$ cat config.mk
export PLATFORM = sky130hd
export DESIGN_NAME = pario_port
export DESIGN_NICKNAME = d
export VERILOG_FILES = /design/src/rtl/pario_pkg.sv /design/src/rtl/pario_ctrl.sv /design/src/rtl/pario_hs_chan.sv /design/src/rtl/pario_cport.sv /design/src/rtl/pario_port.sv
export SDC_FILE = /design/constraint.sdc
export NUM_CORES = 1
export LEC_CHECK = 0
export ABC_AREA = 1
export CORE_MARGIN = 5
export CORE_UTILIZATION = 48
export DETAILED_ROUTE_END_ITERATION = 10
export HOLD_SLACK_MARGIN = 0.12
export MAX_ROUTING_LAYER = met4
export PLACE_DENSITY = 0.81
export RECOVER_POWER = 50
export SYNTH_ARGS = -nofsm -noshare
export SYNTH_HDL_FRONTEND = slang
export SYNTH_HIERARCHICAL = 1
export SYNTH_SLANG_ARGS = --single-unit
$ cat constraint.sdc
create_clock -name clk -period 2.7 [get_ports clk]
set_input_delay 0.675 -clock clk [delete_from_list [all_inputs] [get_ports clk]]
set_output_delay 0.675 -clock clk [all_outputs]
set_load 0.02 [all_outputs]
$ cat src/rtl/pario_pkg.sv
package pario_pkg;
  localparam int DW    = 8;
  localparam int IDX_W = $clog2(DW);

  // handshake pin positions on port C
  localparam int A_STB  = 4;
  localparam int A_IBF  = 5;
  localparam int A_ACK  = 6;
  localparam int A_OBF  = 7;
  localparam int B_STB  = 2;
  localparam int B_FLAG = 1;

  typedef enum logic [1:0] {
    SEL_A   = 2'd0,
    SEL_B   = 2'd1,
    SEL_C   = 2'd2,
    SEL_CTL = 2'd3
  } sel_e;

  // field order matches control word bits 6..0
  typedef struct packed {
    logic [1:0] a_mode;
    logic       a_in;
    logic       cu_in;
    logic       b_mode;
    logic       b_in;
    logic       cl_in;
  } cfg_t;

  localparam cfg_t CFG_RESET = '{a_mode: 2'b00, a_in: 1'b1, cu_in: 1'b1,
                                 b_mode: 1'b0, b_in: 1'b1, cl_in: 1'b1};
endpackage

$ cat src/rtl/pario_ctrl.sv
module pario_ctrl
  import pario_pkg::*;
(
  input  logic             clk,
  input  logic             rst,
  input  logic             wr_ctl,
  input  logic [DW-1:0]    wdata,
  output cfg_t             cfg,
  output logic             mode_load,
  output logic             bsr_hit,
  output logic [IDX_W-1:0] bsr_idx,
  output logic             bsr_val
);
  assign mode_load = wr_ctl & wdata[7];
  assign bsr_hit   = wr_ctl & ~wdata[7];
  assign bsr_idx   = wdata[IDX_W:1];
  assign bsr_val   = wdata[0];

  always_ff @(posedge clk) begin
    if (rst)            cfg <= CFG_RESET;
    else if (mode_load) cfg <= cfg_t'(wdata[6:0]);
  end

  // a bit set/reset command leaves the configuration alone
  assert_bsr_keeps_cfg_R6: assert property (@(posedge clk) disable iff (rst)
    bsr_hit |=> $stable(cfg));
endmodule

$ cat src/rtl/pario_hs_chan.sv
module pario_hs_chan #(
  parameter int W = 8
) (
  input  logic         clk,
  input  logic         rst,
  input  logic         clr,
  input  logic         hs_en,
  input  logic         dir_in,
  input  logic [W-1:0] pin_in,
  input  logic         hs_pin,
  input  logic         cpu_wr,
  input  logic         cpu_rd,
  input  logic [W-1:0] wdata,
  output logic [W-1:0] data_q,
  output logic [W-1:0] rd_val,
  output logic         ibf,
  output logic         obf_n
);
  logic hs_prev;
  logic fall;

  assign fall   = hs_prev & ~hs_pin;
  assign rd_val = (dir_in && !hs_en) ? pin_in : data_q;

  always_ff @(posedge clk) begin
    if (rst) begin
      data_q  <= '0;
      ibf     <= 1'b0;
      obf_n   <= 1'b1;
      hs_prev <= 1'b1;
    end else begin
      hs_prev <= hs_pin;
      if (clr) begin
        data_q <= '0;
        ibf    <= 1'b0;
        obf_n  <= 1'b1;
      end else begin
        if (hs_en && dir_in) begin
          if (fall) begin
            data_q <= pin_in;
            ibf    <= 1'b1;
          end else if (cpu_rd) begin
            ibf <= 1'b0;
          end
        end else if (cpu_wr) begin
          data_q <= wdata;
        end
        if (hs_en && !dir_in) begin
          if (cpu_wr)    obf_n <= 1'b0;
          else if (fall) obf_n <= 1'b1;
        end
      end
    end
  end

  // strobe edge captures data and raises buffer full
  assert_strobe_sets_ibf_R10: assert property (@(posedge clk) disable iff (rst)
    (hs_en && dir_in && fall && !clr) |=> (ibf && data_q == $past(pin_in)));
  assert_read_clears_ibf_R11: assert property (@(posedge clk) disable iff (rst)
    (hs_en && dir_in && cpu_rd && !fall && !clr) |=> !ibf);
  // CPU write marks output data pending
  assert_write_sets_obf_R12: assert property (@(posedge clk) disable iff (rst)
    (hs_en && !dir_in && cpu_wr && !clr) |=> !obf_n);
endmodule

$ cat src/rtl/pario_cport.sv
module pario_cport
  import pario_pkg::*;
(
  input  logic             clk,
  input  logic             rst,
  input  cfg_t             cfg,
  input  logic             mode_load,
  input  logic             bsr_hit,
  input  logic [IDX_W-1:0] bsr_idx,
  input  logic             bsr_val,
  input  logic             wr_c,
  input  logic [DW-1:0]    wdata,
  input  logic             ibf_a,
  input  logic             obf_n_a,
  input  logic             ibf_b,
  input  logic             obf_n_b,
  input  logic [DW-1:0]    pc_in,
  output logic [DW-1:0]    pc_out,
  output logic [DW-1:0]    pc_oe,
  output logic [DW-1:0]    pc_rd,
  output logic             stb_a,
  output logic             stb_b
);
  localparam int HALF = DW / 2;

  logic [DW-1:0] lat;
  logic          a_hs;
  logic          b_hs;

  assign a_hs = |cfg.a_mode;
  assign b_hs = cfg.b_mode;

  always_ff @(posedge clk) begin
    if (rst)            lat <= '0;
    else if (mode_load) lat <= '0;
    else if (bsr_hit)   lat[bsr_idx] <= bsr_val;
    else if (wr_c)      lat <= wdata;
  end

  always_comb begin
    pc_oe  = {{HALF{~cfg.cu_in}}, {HALF{~cfg.cl_in}}};
    pc_out = lat;
    if (a_hs) begin
      if (cfg.a_in) begin
        pc_oe[A_STB]  = 1'b0;
        pc_oe[A_IBF]  = 1'b1;
        pc_out[A_IBF] = ibf_a;
      end else begin
        pc_oe[A_ACK]  = 1'b0;
        pc_oe[A_OBF]  = 1'b1;
        pc_out[A_OBF] = obf_n_a;
      end
    end
    if (b_hs) begin
      pc_oe[B_STB]   = 1'b0;
      pc_oe[B_FLAG]  = 1'b1;
      pc_out[B_FLAG] = cfg.b_in ? ibf_b : obf_n_b;
    end
  end

  assign pc_rd = (pc_oe & pc_out) | (~pc_oe & pc_in);
  assign stb_a = cfg.a_in ? pc_in[A_STB] : pc_in[A_ACK];
  assign stb_b = pc_in[B_STB];

  // set/reset hits the addressed bit and nothing else
  assert_bsr_single_bit_R6: assert property (@(posedge clk) disable iff (rst)
    bsr_hit |=> (lat[$past(bsr_idx)] == $past(bsr_val) &&
                 $countones(lat ^ $past(lat)) <= 1));
endmodule

$ cat src/rtl/pario_port.sv
module pario_port
  import pario_pkg::*;
(
  input  logic          clk,
  input  logic          rst,
  input  logic          bus_cs,
  input  logic          bus_rd,
  input  logic          bus_wr,
  input  logic [1:0]    bus_addr,
  input  logic [DW-1:0] bus_wdata,
  output logic [DW-1:0] bus_rdata,
  input  logic [DW-1:0] pa_in,
  output logic [DW-1:0] pa_out,
  output logic [DW-1:0] pa_oe,
  input  logic [DW-1:0] pb_in,
  output logic [DW-1:0] pb_out,
  output logic [DW-1:0] pb_oe,
  input  logic [DW-1:0] pc_in,
  output logic [DW-1:0] pc_out,
  output logic [DW-1:0] pc_oe
);
  sel_e             sel;
  logic             wr_hit, rd_hit;
  cfg_t             cfg;
  logic             mode_load, bsr_hit, bsr_val;
  logic [IDX_W-1:0] bsr_idx;
  logic [DW-1:0]    rd_a, rd_b, rd_c;
  logic             ibf_a, obf_n_a, ibf_b, obf_n_b;
  logic             stb_a, stb_b;

  assign sel    = sel_e'(bus_addr);
  assign wr_hit = bus_cs & bus_wr;
  assign rd_hit = bus_cs & bus_rd;

  pario_ctrl u_ctrl (
    .clk(clk), .rst(rst), .wr_ctl(wr_hit && sel == SEL_CTL), .wdata(bus_wdata),
    .cfg(cfg), .mode_load(mode_load), .bsr_hit(bsr_hit),
    .bsr_idx(bsr_idx), .bsr_val(bsr_val)
  );

  pario_hs_chan #(.W(DW)) u_cha (
    .clk(clk), .rst(rst), .clr(mode_load), .hs_en(|cfg.a_mode), .dir_in(cfg.a_in),
    .pin_in(pa_in), .hs_pin(stb_a),
    .cpu_wr(wr_hit && sel == SEL_A), .cpu_rd(rd_hit && sel == SEL_A),
    .wdata(bus_wdata), .data_q(pa_out), .rd_val(rd_a),
    .ibf(ibf_a), .obf_n(obf_n_a)
  );

  pario_hs_chan #(.W(DW)) u_chb (
    .clk(clk), .rst(rst), .clr(mode_load), .hs_en(cfg.b_mode), .dir_in(cfg.b_in),
    .pin_in(pb_in), .hs_pin(stb_b),
    .cpu_wr(wr_hit && sel == SEL_B), .cpu_rd(rd_hit && sel == SEL_B),
    .wdata(bus_wdata), .data_q(pb_out), .rd_val(rd_b),
    .ibf(ibf_b), .obf_n(obf_n_b)
  );

  pario_cport u_cport (
    .clk(clk), .rst(rst), .cfg(cfg), .mode_load(mode_load),
    .bsr_hit(bsr_hit), .bsr_idx(bsr_idx), .bsr_val(bsr_val),
    .wr_c(wr_hit && sel == SEL_C), .wdata(bus_wdata),
    .ibf_a(ibf_a), .obf_n_a(obf_n_a), .ibf_b(ibf_b), .obf_n_b(obf_n_b),
    .pc_in(pc_in), .pc_out(pc_out), .pc_oe(pc_oe), .pc_rd(rd_c),
    .stb_a(stb_a), .stb_b(stb_b)
  );

  assign pa_oe = {DW{~cfg.a_in}};
  assign pb_oe = {DW{~cfg.b_in}};

  always_ff @(posedge clk) begin
    if (rst) bus_rdata <= '0;
    else if (rd_hit) begin
      case (sel)
        SEL_A:   bus_rdata <= rd_a;
        SEL_B:   bus_rdata <= rd_b;
        SEL_C:   bus_rdata <= rd_c;
        default: bus_rdata <= '0;
      endcase
    end
  end

  assert_reset_inputs_R1: assert property (@(posedge clk) disable iff (rst)
    $past(rst) |-> (pa_oe == 0 && pb_oe == 0 && pc_oe == 0 && bus_rdata == 0));
  assert_mode_clears_R3: assert property (@(posedge clk) disable iff (rst)
    (wr_hit && sel == SEL_CTL && bus_wdata[7]) |=> (pa_out == 0 && pb_out == 0));
  assert_ctl_reads_zero_R8: assert property (@(posedge clk) disable iff (rst)
    (rd_hit && sel == SEL_CTL) |=> bus_rdata == 0);
  assert_no_cs_no_read_R9: assert property (@(posedge clk) disable iff (rst)
    !bus_cs |=> $stable(bus_rdata));
endmodule

; Word level (Yosys, flattened, before mapping)
; Cells that the tools add are included.
[word_totals]
regBits = 45
input_bits = 39
output_inout_bits = 56
wordCells = 106
[classes]
order_cmp = 2
eq_ne = 5
muxes = 33
bitwise_logic = 17
reduce_logical = 33
[op_table]
columns = op, count
row1 = 2-to-1 mux 8 bit, 10
row2 = one-hot mux 8 bit (3 select lines), 1
row3 = AND 8 bit, 2
row4 = 2-to-1 mux 1 bit, 16
row5 = nonzero test 2 bit, 7
row6 = logical AND 1 bit, 13
row7 = AND reduction 2 bit, 6
row8 = bitwise mux 8 bit, 1
row9 = NOT 8 bit, 1
row10 = bitwise OR 8 bit, 1
row11 = NOT 1 bit, 7
row12 = AND 1 bit, 6
row13 = 2-to-1 mux 2 bit, 3
row14 = "== test 2 bit, second input constant", 2
row15 = zero test 1 bit, 4
row16 = "less-than comparator 3 x 4 -> 1 bit, second input constant", 1
row17 = 2-to-1 mux 4 bit, 1
row18 = "inequality test 2 x 1 -> 1 bit, second input constant", 2
row19 = OR reduction 2 bit, 2
row20 = demux 1 bit (select 3 bit), 1
row21 = "greater-or-equal comparator 3 x 1 -> 1 bit, second input constant", 1
row22 = "== test 2 x 1 -> 1 bit, second input constant", 1
row23 = zero test 2 bit, 1

; Longest topological paths before layout
[depth]
depth_word = 7
mapped_depth = 13
ltp_nobuf = 11

; Hierarchy
; Netlist, hierarchy kept.
[modules_own_cells]
columns = module, n_inst, cells_each, area_per_inst_um2, seq_area_each_um2
row1 = pario_hs_chan, 2, 117, 758.2, 220.2
row2 = pario_cport, 1, 157, 790.8, 160.2
row3 = pario_port, 1, 100, 645.6, 160.2
row4 = pario_ctrl, 1, 44, 314.1, 140.1

; Least setup slack after synthesis
; No wires, ideal clock.
[synth_path]
path_type = input-to-reg
start = input bus_addr[1]
end = register u_cport.lat[4]
setup_ps = 111
arrival_ps = 2191
required_ps = 2589
slack_ps = 397
cell_stages = 13
n_path_buf = 2
path_cell_list = buf_6 inv_2 buf_2 nor3_1 inv_1 nor2_1 inv_2 nor2_4 nand2_1 nand2_1 nand2_1 nor2_1 nor2_1
[synth_via]
elab_chain_len = 4
[synth_lines]
columns = element, line
row1 = from (decl), pario_port.sv:9  ; input logic [1:0] bus_addr,
row2 = == test 2 bit *, pario_port.sv:36  ; .clk(clk), .rst(rst), .wr_ctl(wr_hit && sel == SEL_CTL), .wdata(bus_wdata),
row3 = logical AND 1 bit *, pario_port.sv:36
row4 = AND 1 bit *, pario_ctrl.sv:15  ; assign bsr_hit = wr_ctl & ~wdata[7];
row5 = named net bsr_hit, pario_port.sv:25  ; logic mode_load, bsr_hit, bsr_val;
row6 = 2-to-1 mux 8 bit / nonzero test 2 bit (equally long branches), -
row7 = "to (signal, indexed assignment)", pario_cport.sv:36  ; else if (bsr_hit) lat[bsr_idx] <= bsr_val;
row8 = to (signal assigned), pario_cport.sv:37  ; else if (wr_c) lat <= wdata;
row9 = to (decl), pario_cport.sv:26  ; logic [DW-1:0] lat;
; The timed path passes the listed nets; every way through them passes the cells marked *.
; A chain may end at the register's enable or synchronous reset.

; Final worst setup path
[layout_path]
start = register u_ctrl/cfg[4] (netlist name)
end = output pc_oe[5]
[layout_via]
elab_chain_len = 2
[layout_lines]
columns = element, line
row1 = 2-to-1 mux 2 bit, pario_cport.sv:44  ; if (cfg.a_in) begin
row2 = 2-to-1 mux 4 bit, pario_cport.sv:43  ; if (a_hs) begin
row3 = to (decl), pario_port.sv:20  ; output logic [DW-1:0] pc_oe
; No other way between the ends.

==> metrics.md <==
| Metric | Value |
|---|---|
| HP Class | flop to flop |
| Syn-to-layout area delta | 25.3% |
| Final core occ | 0.609 |
| Initial core utilization | 0.486 |
| Ranking of synthesized cells by area | dfxtp_1 (28%), nand2_1 (18%), nand3_1 (12%) |
| Final WL | 9330 µm |
| Post-CTS Hold Buffers | 0 |
| Antenna diode count | 0 |
| Die H | 92.5 µm |
| F_max | 409 MHz |
| #FFs+latches synth | 45 |
| Final setup vio count | 0 |
| Post-synthesis area per instance | 6.11 µm² |
| Static Leak | 2.07 nW |
| Req. time, crit path | 2.03 ns |
| Total GRT Usage | 0.229 |
| Port Buf Inserts | 94 |
| Slew headroom | 0.341 |
| Worst Tran Pin Value | 0.989 ns |
| Max Cap Viol | 0 |
| Run status | finished, final reports clean |
| Die width | 92.5 µm |
| Root buffer cell | clkbuf_8 |
| Most frequent cells in the layout | nand2_1 (153), nor2_1 (81), nand3_1 (77) |
| Final hold vios | 0 |
| Commonest non-fill, non-tap cell in the layout | nand2_1 |
| Clk_lat worst skew | 0.30 ns |
| DR vias/cell | 5.23 |
| Startpoint types | flop |
| Placed cells | 679 |
| Clock skew | 0.00995 ns |
| Clk buf depth | 2 |
| H-tree levels | 2 |
| Largest net degree at the start of global routing | 18 |
| Remaining antenna violation count after routing | 0 |
| Synth Cell Area | 3270 µm² |
| Initial antenna violation count | 0 |
| Fin. max-slew vios | 0 |
| Share of the synthesized area in the top cell type | 0.276 |
| Synth Warn # | 6 |
| Synth async-reset ratio | 0 |
| TritonCTS clock tree | yes |
| DIE AREA | 8560 µm² |
| Vias in the first global route | 3,386 |
| Non-Filler Instances | 687 |
| Crit path time final | 2.45 ns |
| Fillers | 643 |
| Crit. End Element | primary output |
| Clk slew on worst S/H paths | 0.09 ns |
| Multi-input logic area | 1750 µm² |
| Post-CTS Setup Bufs | 0 |
| Synth unique cells | 24 |
| Top cell type by total area after synthesis | dfxtp_1 |
| Post-CTS resize count | 0 |
| Grt ovf | 0 |
| DP Wirelength | 7150 µm |
| Final Wtd Congestion | 0.922 |
| Number of enable flip-flop cells after synthesis | 0 |
| Detailed-route via count | 3,594 |
| Ports | 95 |
| RSZ-0062 raised after global routing | no |
| Row count | 30 |
| Setup TNS | 0 ns |
| First-pass GRT wire length | 15,600 µm |
| WP data arrival | 1.77 ns |
| PD cells | 372 nW/µm² |
| Synth Flop Type | dfxtp_1 |
| Critical path class | flop to primary output |
| Cells after Synth | 535 |
| Crit path max fanout | 6 |
| Total CTS buffers | 5 |
| Worst vdd ir | 0.000219 V |
| Core area | 6720 µm² |
| Post-DR wirelength/cell | 13.6 µm |
| Part of the Yosys area used for sequential elements | 0.276 |
| CTS sink cnt | 45 |
| Syn Nets | 574 |
| Remaining DRCs | 0 |
| Drt pass-1 iters | 5 |
| Fraction of layout cells with a size suffix above 1 | 0.0956 |
| Tcrit/Tclk final | 0.906 |
| FF+latch area | 901 µm² |
| Initial DRC count | 322 |
| Nets | 645 |
==> report_power, final <==
part	switching (W)	total, W	internal, W
Clock	0.000231	0.000414	0.000184
Sequential	0.0000138	0.000703	0.000689
Combinational	0.000235	0.000405	0.000170
==> cell usage after synthesis (5+ instances only) <==
master / number
a21oi_2: 24
nor2_1: 81
buf_6: 8
nor2_2: 5
o21ai_0: 8
a21oi_1: 19
buf_2: 6
nand3_1: 77
inv_2: 7
inv_1: 54
buf_4: 25
dfxtp_1: 45
nand2_2: 6
nand2_1: 153
==> critical path: stages (launching register included) <==
cell	delay [ns]
dfxtp_1	0.41
inv_1	0.06
nor2_1	0.19
inv_1	0.11
nand2_1	0.09
clkdlybuf4s50_1	0.61
==> cells by family (layout without fill, tap and decap cells) <==
logic type	count (synthesis)	count (layout)	share of synthesized area
simple gates	332	332	0.431
compound gates	53	53	0.110
buf+inv	105	177	0.183
flops	45	45	0.276
==> layer usage <==
metal	track usage	wire [µm]	up-vias
met2	0.385	4460	166
met4	0.0879	285	0
met3	0.0333	711	24
met5	-	0	-
li1	-	-	1785
met1	0.276	3870	1619
==> final cells by class <==
cell class / count / area share
Inverter: 61 / 0.0559
Tap cell: 80 / 0.0244
Sequential cell: 45 / 0.220
Timing Repair Buffer: 108 / 0.252
Clock inverter: 1 / 0.00183
Clock buffer: 7 / 0.0186
Multi-Input combinational cell: 385 / 0.427
==> state kept, by name (all words and copies together) (netlist names) <==
signal / flops
u_chb/data_q: 8
u_chb/obf_n: 1
u_cha/hs_prev: 1
u_chb/ibf: 1
u_cha/obf_n: 1
u_cha/data_q: 8
u_chb/hs_prev: 1
u_cha/ibf: 1
u_ctrl/cfg: 7
bus_rdata: 8
u_cport/lat: 8
==> final timing paths <==
| path | end | cells past startpoint | from | slack (ns) |
|---|---|---|---|---|
| worst max-delay path | pc_oe[5] | 5 | u_ctrl/cfg[4]$_SDFFE_PP1P_ | 0.25 |
| worst min-delay path | bus_rdata[1]$_SDFFE_PP0P_ | 2 | bus_rdata[1]$_SDFFE_PP0P_ | 0.48 |
| worst max register to register | bus_rdata[4]$_SDFFE_PP0P_ | 8 | u_ctrl/cfg[5]$_SDFFE_PP0P_ | 0.57 |
| worst min register to register | bus_rdata[1]$_SDFFE_PP0P_ | 2 | bus_rdata[1]$_SDFFE_PP0P_ | 0.48 |
==> per-stage QoR <==
step                      instance area [µm²]  hold WS [ns]  setup slack [ns]  total power (W)
final                                    4090         0.482             0.255          0.00152
after CTS                                4130         0.490             0.255          0.00155
after detailed placement                 4040         0.475             0.153          0.00113
after global routing                     4090         0.502            0.0882          0.00161
after floorplan                          3270         0.448             0.397         0.000974
after global placement                   4040         0.465             0.186          0.00113
Power figures use the tool's default switching activity.
